File: src/rtl/gpio_pkg.sv
package gpio_pkg;
  localparam int unsigned PORT_W  = 8;
  localparam int unsigned BUS_AW  = 8;
  localparam logic [BUS_AW-1:0] ADDR_DATA = 8'h03;
  localparam logic [BUS_AW-1:0] ADDR_DIR  = 8'h07;
  localparam logic [BUS_AW-1:0] ADDR_PU   = 8'h0F;

  typedef enum logic [1:0] {
    SEL_NONE = 2'd0,
    SEL_DATA = 2'd1,
    SEL_DIR  = 2'd2,
    SEL_PU   = 2'd3
  } reg_sel_e;
endpackage

File: src/rtl/gpio_sync.sv
module gpio_sync #(
  parameter int unsigned WIDTH  = 8,
  parameter int unsigned STAGES = 2
) (
  input  logic             clk_i,
  input  logic             rst_ni,
  input  logic [WIDTH-1:0] d_i,
  output logic [WIDTH-1:0] q_o
);
  logic [WIDTH-1:0] stage_q [STAGES];

  for (genvar s = 0; s < STAGES; s++) begin : g_stage
    always_ff @(posedge clk_i or negedge rst_ni) begin
      if (!rst_ni) stage_q[s] <= '0;
      else if (s == 0) stage_q[s] <= d_i;
      else stage_q[s] <= stage_q[(s == 0) ? 0 : s-1];
    end
  end

  assign q_o = stage_q[STAGES-1];
endmodule

File: src/rtl/gpio_regs.sv
module gpio_regs
  import gpio_pkg::*;
#(
  parameter int unsigned WIDTH = 8
) (
  input  logic             clk_i,
  input  logic             rst_ni,
  input  logic             wr_en_i,
  input  reg_sel_e         sel_i,
  input  logic [WIDTH-1:0] wdata_i,
  output logic [WIDTH-1:0] data_q_o,
  output logic [WIDTH-1:0] dir_q_o,
  output logic [WIDTH-1:0] pu_q_o
);
  always_ff @(posedge clk_i or negedge rst_ni) begin
    if (!rst_ni) begin
      data_q_o <= '0;
      dir_q_o  <= '0;
      pu_q_o   <= '0;
    end else if (wr_en_i) begin
      unique case (sel_i)
        SEL_DATA: data_q_o <= wdata_i;  // written regardless of direction
        SEL_DIR:  dir_q_o  <= wdata_i;
        SEL_PU:   pu_q_o   <= wdata_i;
        default:  ;
      endcase
    end
  end
endmodule

File: src/rtl/gpio_pin_ctrl.sv
module gpio_pin_ctrl #(
  parameter int unsigned WIDTH = 8
) (
  input  logic [WIDTH-1:0] data_q_i,
  input  logic [WIDTH-1:0] dir_q_i,
  input  logic [WIDTH-1:0] pu_q_i,
  input  logic [WIDTH-1:0] pin_sync_i,
  output logic [WIDTH-1:0] out_o,
  output logic [WIDTH-1:0] oe_o,
  output logic [WIDTH-1:0] pu_o,
  output logic [WIDTH-1:0] data_rd_o
);
  for (genvar k = 0; k < WIDTH; k++) begin : g_bit
    assign out_o[k]     = data_q_i[k];
    assign oe_o[k]      = dir_q_i[k];
    assign pu_o[k]      = pu_q_i[k] & ~dir_q_i[k];
    assign data_rd_o[k] = dir_q_i[k] ? data_q_i[k] : pin_sync_i[k];
  end
endmodule

File: src/rtl/gpio_port.sv
module gpio_port
  import gpio_pkg::*;
#(
  parameter int unsigned WIDTH       = PORT_W,
  parameter int unsigned AW          = BUS_AW,
  parameter int unsigned SYNC_STAGES = 2
) (
  input  logic             clk_i,
  input  logic             rst_ni,
  input  logic [AW-1:0]    addr_i,
  input  logic             wr_en_i,
  input  logic [WIDTH-1:0] wdata_i,
  output logic [WIDTH-1:0] rdata_o,
  input  logic [WIDTH-1:0] pin_i,
  output logic [WIDTH-1:0] pin_out_o,
  output logic [WIDTH-1:0] pin_oe_o,
  output logic [WIDTH-1:0] pin_pu_o
);
  reg_sel_e         sel;
  logic [WIDTH-1:0] data_q, dir_q, pu_q, pin_sync, data_rd;

  always_comb begin
    if (addr_i == AW'(ADDR_DATA))     sel = SEL_DATA;
    else if (addr_i == AW'(ADDR_DIR)) sel = SEL_DIR;
    else if (addr_i == AW'(ADDR_PU))  sel = SEL_PU;
    else                              sel = SEL_NONE;
  end

  gpio_sync #(.WIDTH(WIDTH), .STAGES(SYNC_STAGES)) u_sync (
    .clk_i  (clk_i),
    .rst_ni (rst_ni),
    .d_i    (pin_i),
    .q_o    (pin_sync)
  );

  gpio_regs #(.WIDTH(WIDTH)) u_regs (
    .clk_i    (clk_i),
    .rst_ni   (rst_ni),
    .wr_en_i  (wr_en_i),
    .sel_i    (sel),
    .wdata_i  (wdata_i),
    .data_q_o (data_q),
    .dir_q_o  (dir_q),
    .pu_q_o   (pu_q)
  );

  gpio_pin_ctrl #(.WIDTH(WIDTH)) u_pins (
    .data_q_i   (data_q),
    .dir_q_i    (dir_q),
    .pu_q_i     (pu_q),
    .pin_sync_i (pin_sync),
    .out_o      (pin_out_o),
    .oe_o       (pin_oe_o),
    .pu_o       (pin_pu_o),
    .data_rd_o  (data_rd)
  );

  always_comb begin
    unique case (sel)
      SEL_DATA: rdata_o = data_rd;
      SEL_DIR:  rdata_o = dir_q;
      SEL_PU:   rdata_o = pu_q;
      default:  rdata_o = '0;
    endcase
  end
endmodule

File: config.mk
export PLATFORM = sky130hd
export DESIGN_NAME = gpio_port
export DESIGN_NICKNAME = d
export VERILOG_FILES = /design/src/rtl/gpio_pkg.sv /design/src/rtl/gpio_sync.sv /design/src/rtl/gpio_regs.sv /design/src/rtl/gpio_pin_ctrl.sv /design/src/rtl/gpio_port.sv
export SDC_FILE = /design/constraint.sdc
export NUM_CORES = 1
export LEC_CHECK = 0
export BUFFER_PORTS_ARGS = -buffer_cell sky130_fd_sc_hd__buf_4
export CAP_MARGIN = 20
export CORE_ASPECT_RATIO = 0.9
export CORE_MARGIN = 8
export CORE_UTILIZATION = 35
export DETAILED_ROUTE_END_ITERATION = 10
export GPL_ROUTABILITY_DRIVEN = 0
export PLACE_DENSITY = 0.55
export SLEW_MARGIN = 0
export SYNTH_ARGS = -nofsm -noshare
export SYNTH_HDL_FRONTEND = slang
export SYNTH_SLANG_ARGS = --single-unit
File: constraint.sdc
create_clock -name clk_i -period 1.42 [get_ports clk_i]
set_clock_uncertainty 0.05 [all_clocks]
set_input_delay 0.142 -clock clk_i [delete_from_list [all_inputs] [get_ports clk_i]]
set_output_delay 0.142 -clock clk_i [all_outputs]
set_load 0.02 [all_outputs]
==> run_results.csv <==
group,metric,value,unit
final_layout,fin_nets,243,
final_layout,antenna_cells_inserted,0,
routing,remaining_drc_errors,0,
logic_synthesis,synthTopCellsByArea,"sky130_fd_sc_hd__dfrtp_1 (56%), sky130_fd_sc_hd__mux2_2 (20%), sky130_fd_sc_hd__or3b_2 (4.0%)",
power,netSwitchingFraction,24.9,%
power,p_total,0.00238,W
global_route,first_global_vias,1531,
clock_network,worst_skew_pair.late_latency,0.29,ns
logic_synthesis,ys_ff_latch,40,
placement,detailed_place.area,2490,um^2
job,max_cap_violations,0,
floorplan,num_io_pins,59,
logic_synthesis,synth.avg_cell_area,13.5,um^2
status,violations,"negative setup slack",
global_route,pin_count_of_the_biggest_net_entering_global_routing,41,
power,leakage,1.31,nW
routing,routed_wl,4600,um
timing,report.final.hold_viol_count,0,
timing,post-route-min-period,1.69,ns
routing,vias,1360,
routing,drtPass1Iterations,4,
power,power_frac_seq,51.4,%
floorplan,placementRows,24,
global_route,number_of_antenna_violations_at_the_first_check_in_global_routing,0,
clock_network,clockRootBuffer,"sky130_fd_sc_hd__clkbuf_8",
global_route,grt_first_pass_wirelength,7600,um
logic_synthesis,synth.cell_area,1770,um^2
floorplan,coreArea,4860,um^2
placement,place.detailed.hpwl,3330,um
power,power_frac_clock,32.7,%
routing,vias_per_cell,4.82,
floorplan,die_w,91.0,um
worst_setup_path,required_time_at_the_endpoint_of_the_critical_path,1.23,ns
timing,drv_slew,0,
worst_setup_path,timing_worst_setup_path_type,"reg -> out",
floorplan,initial_util,36.4,%
final_layout,layout.core_utilization,56.0,%
power,vdd.ir_drop.worst,0.000483,V
timing,final_worst_path_period_share,119,%
logic_synthesis,netlist-cell-type-count,16,
floorplan,die_area,7600,um^2
timing,final_count_of_negative_setup_slack_endpoints,8,
final_layout,final_layout_size_suffix_gt1_share,66.8,%
clock_network,clock_sink_count,40,
placement,placement.io_buffers,58,
timing,hold_ws,0.0473,ns
worst_setup_path,critPathArrivalTime,1.50,ns
clock_network,cts.reportedPaths.clkPinSlew,0.08,ns
power,cellPowerDensity,873,nW/um^2
clock_network,cts-root-to-sink-buffers,2,
logic_synthesis,syn_inst,131,
timing,max_clock_freq,593,MHz
worst_setup_path,start_kind,"flip-flop",
global_route,grt_usage,12.4,%
clock_network,cts_tree,"yes",
final_layout,commonest_non_fill_non_tap_cell_in_the_layout,"sky130_fd_sc_hd__buf_4",
logic_synthesis,synth-warning-count,0,
timing,rsz_0062_raised_after_global_routing,"true",
timing,relSlewSlack,66.2,%
floorplan,die_height,83.5,um
routing,postRouteAntennaNets,0,
timing,finalWorstSetupSlack,-0.267,ns
final_layout,synthToLayoutAreaGrowth,53.8,%
logic_synthesis,syn_nets,158,
final_layout,layout_common_cells,"sky130_fd_sc_hd__buf_4 (62), sky130_fd_sc_hd__mux2_2 (32), sky130_fd_sc_hd__dfrtp_1 (32)",
power,switchingPower,0.000593,W
logic_synthesis,netlist.area_leader.share,56.5,%
clock_network,cts_buffers,5,
logic_synthesis,synth_sequential_area_ratio,56.5,%
status,status,"finished, violations left",
worst_setup_path,worstPathMaxFanout,2,
logic_synthesis,yosysTopAreaCell,"sky130_fd_sc_hd__dfrtp_1",
routing,detailedRoute.firstIterationViolations,35,
clock_network,cts-htree-levels,2,
final_layout,finalInstanceArea,2730,um^2
power,design_internal_power,0.00179,W
worst_setup_path,worst_setup_path_end_kind,"output port",
hold_path,min_path_type,"in -> reg",
power,share_comb_of_total_power,15.9,%
routing,routed_wire_length_per_instance,16.3,um
timing,worst_slew_pin_slew,0.507,ns
global_route,grt-ovfl-total,0,
[cells in the mapped netlist]
master	number
sky130_fd_sc_hd__and3_1	1
sky130_fd_sc_hd__nand4b_4	1
sky130_fd_sc_hd__a21oi_1	8
sky130_fd_sc_hd__buf_6	1
sky130_fd_sc_hd__buf_2	2
sky130_fd_sc_hd__or3b_2	8
sky130_fd_sc_hd__nor2_4	1
sky130_fd_sc_hd__dfrtp_1	40
sky130_fd_sc_hd__nor2b_1	8
sky130_fd_sc_hd__and4bb_4	1
sky130_fd_sc_hd__mux2_2	32
sky130_fd_sc_hd__nand4_4	1
sky130_fd_sc_hd__nand2_1	17
sky130_fd_sc_hd__nor2b_2	1
sky130_fd_sc_hd__nand3_4	1
sky130_fd_sc_hd__a21o_1	8
[final cells by class]
cell class	count	area (um^2)
fillers	448	2140
flip-flops and latches	40	1010
multi-input cells	88	872
clock inverters	2	10.0
repair buffers	81	668
well taps	65	81.3
clock buffers	6	82.6
[routing by layer]
layer  vias to the layer above  global-route usage, %  part of all wire, %
met3                         7                   4.50                  7.1
met5                         -                      0                    0
li1                        628                      -                    -
met1                       685                   13.3                   41
met4                         0                   5.05                  1.5
met2                        40                   21.6                   51
[registers in the layout, indices dropped and copies added (netlist names)]
name	count
u_regs.data_q_o	8
u_regs.dir_q_o	8
u_regs.pu_q_o	8
u_sync.q_o	8
u_sync.stage_q	8
[power by group through the flow]
stage | Combinational (W) | Clock, W | Sequential [W]
6_report | 0.000379 | 0.000777 | 0.00122
5_1_grt | 0.000408 | 0.000849 | 0.00123
4_1_cts | 0.000385 | 0.000809 | 0.00122
3_5_place_dp | 0.000360 | 0 | 0.00125
3_3_place_gp | 0.000350 | 0 | 0.00124
2_1_floorplan | 0.000142 | 0 | 0.00127
[worst paths after layout]
kind / start / endpoint / slack (ns) / cells after the start
min in group asynchronous: rst_ni / u_sync.stage_q[12] / 0.31 / 2
worst max-delay path: u_regs.dir_q_o[7] / rdata_o[7] / -0.27 / 4
max in group asynchronous: rst_ni / u_regs.dir_q_o[0] / 0.63 / 2
worst min-delay path: wdata_i[3] / u_regs.pu_q_o[3] / 0.05 / 2
worst max register to register: u_regs.dir_q_o[4] / u_regs.dir_q_o[4] / 0.35 / 3
worst min register to register: u_sync.stage_q[8] / u_sync.q_o[0] / 0.30 / 0
[timing repair]
action | CTS | global route
setup buffers | 1 | 0
gates resized for setup | 10 | 3
pin swaps | 16 | 8
hold buffers | 9 | 0
hold endpoints to repair | 48 | 0
endpoints found under the setup margin | 8 | 9
[cell families after synthesis]
family	Yosys count	share of synthesized area, %
DFF	40	56.5
and+or+nand+nor	40	16.3
muxes	32	20.3
AOI/OAI and AO/OA	16	5.65
buffers and inverters	3	1.20
[stage by stage]
step,setup TNS (ns),worst slack (ns),cells
2_1_floorplan,0,0.0127,131
3_3_place_gp,-0.0817,-0.0118,264
3_5_place_dp,-0.253,-0.0253,264
4_1_cts,-2.39,-0.308,282
5_1_grt,-2.50,-0.329,282
6_report,-2.08,-0.267,282
[worst max-delay path, stage by stage, from the launching register on]
cell                      delay, ns
sky130_fd_sc_hd__dfrtp_2       0.41
sky130_fd_sc_hd__or3b_4        0.36
sky130_fd_sc_hd__a21o_1        0.19
sky130_fd_sc_hd__a21oi_4       0.12
sky130_fd_sc_hd__buf_6         0.13
(Power assumes the default switching activity.)
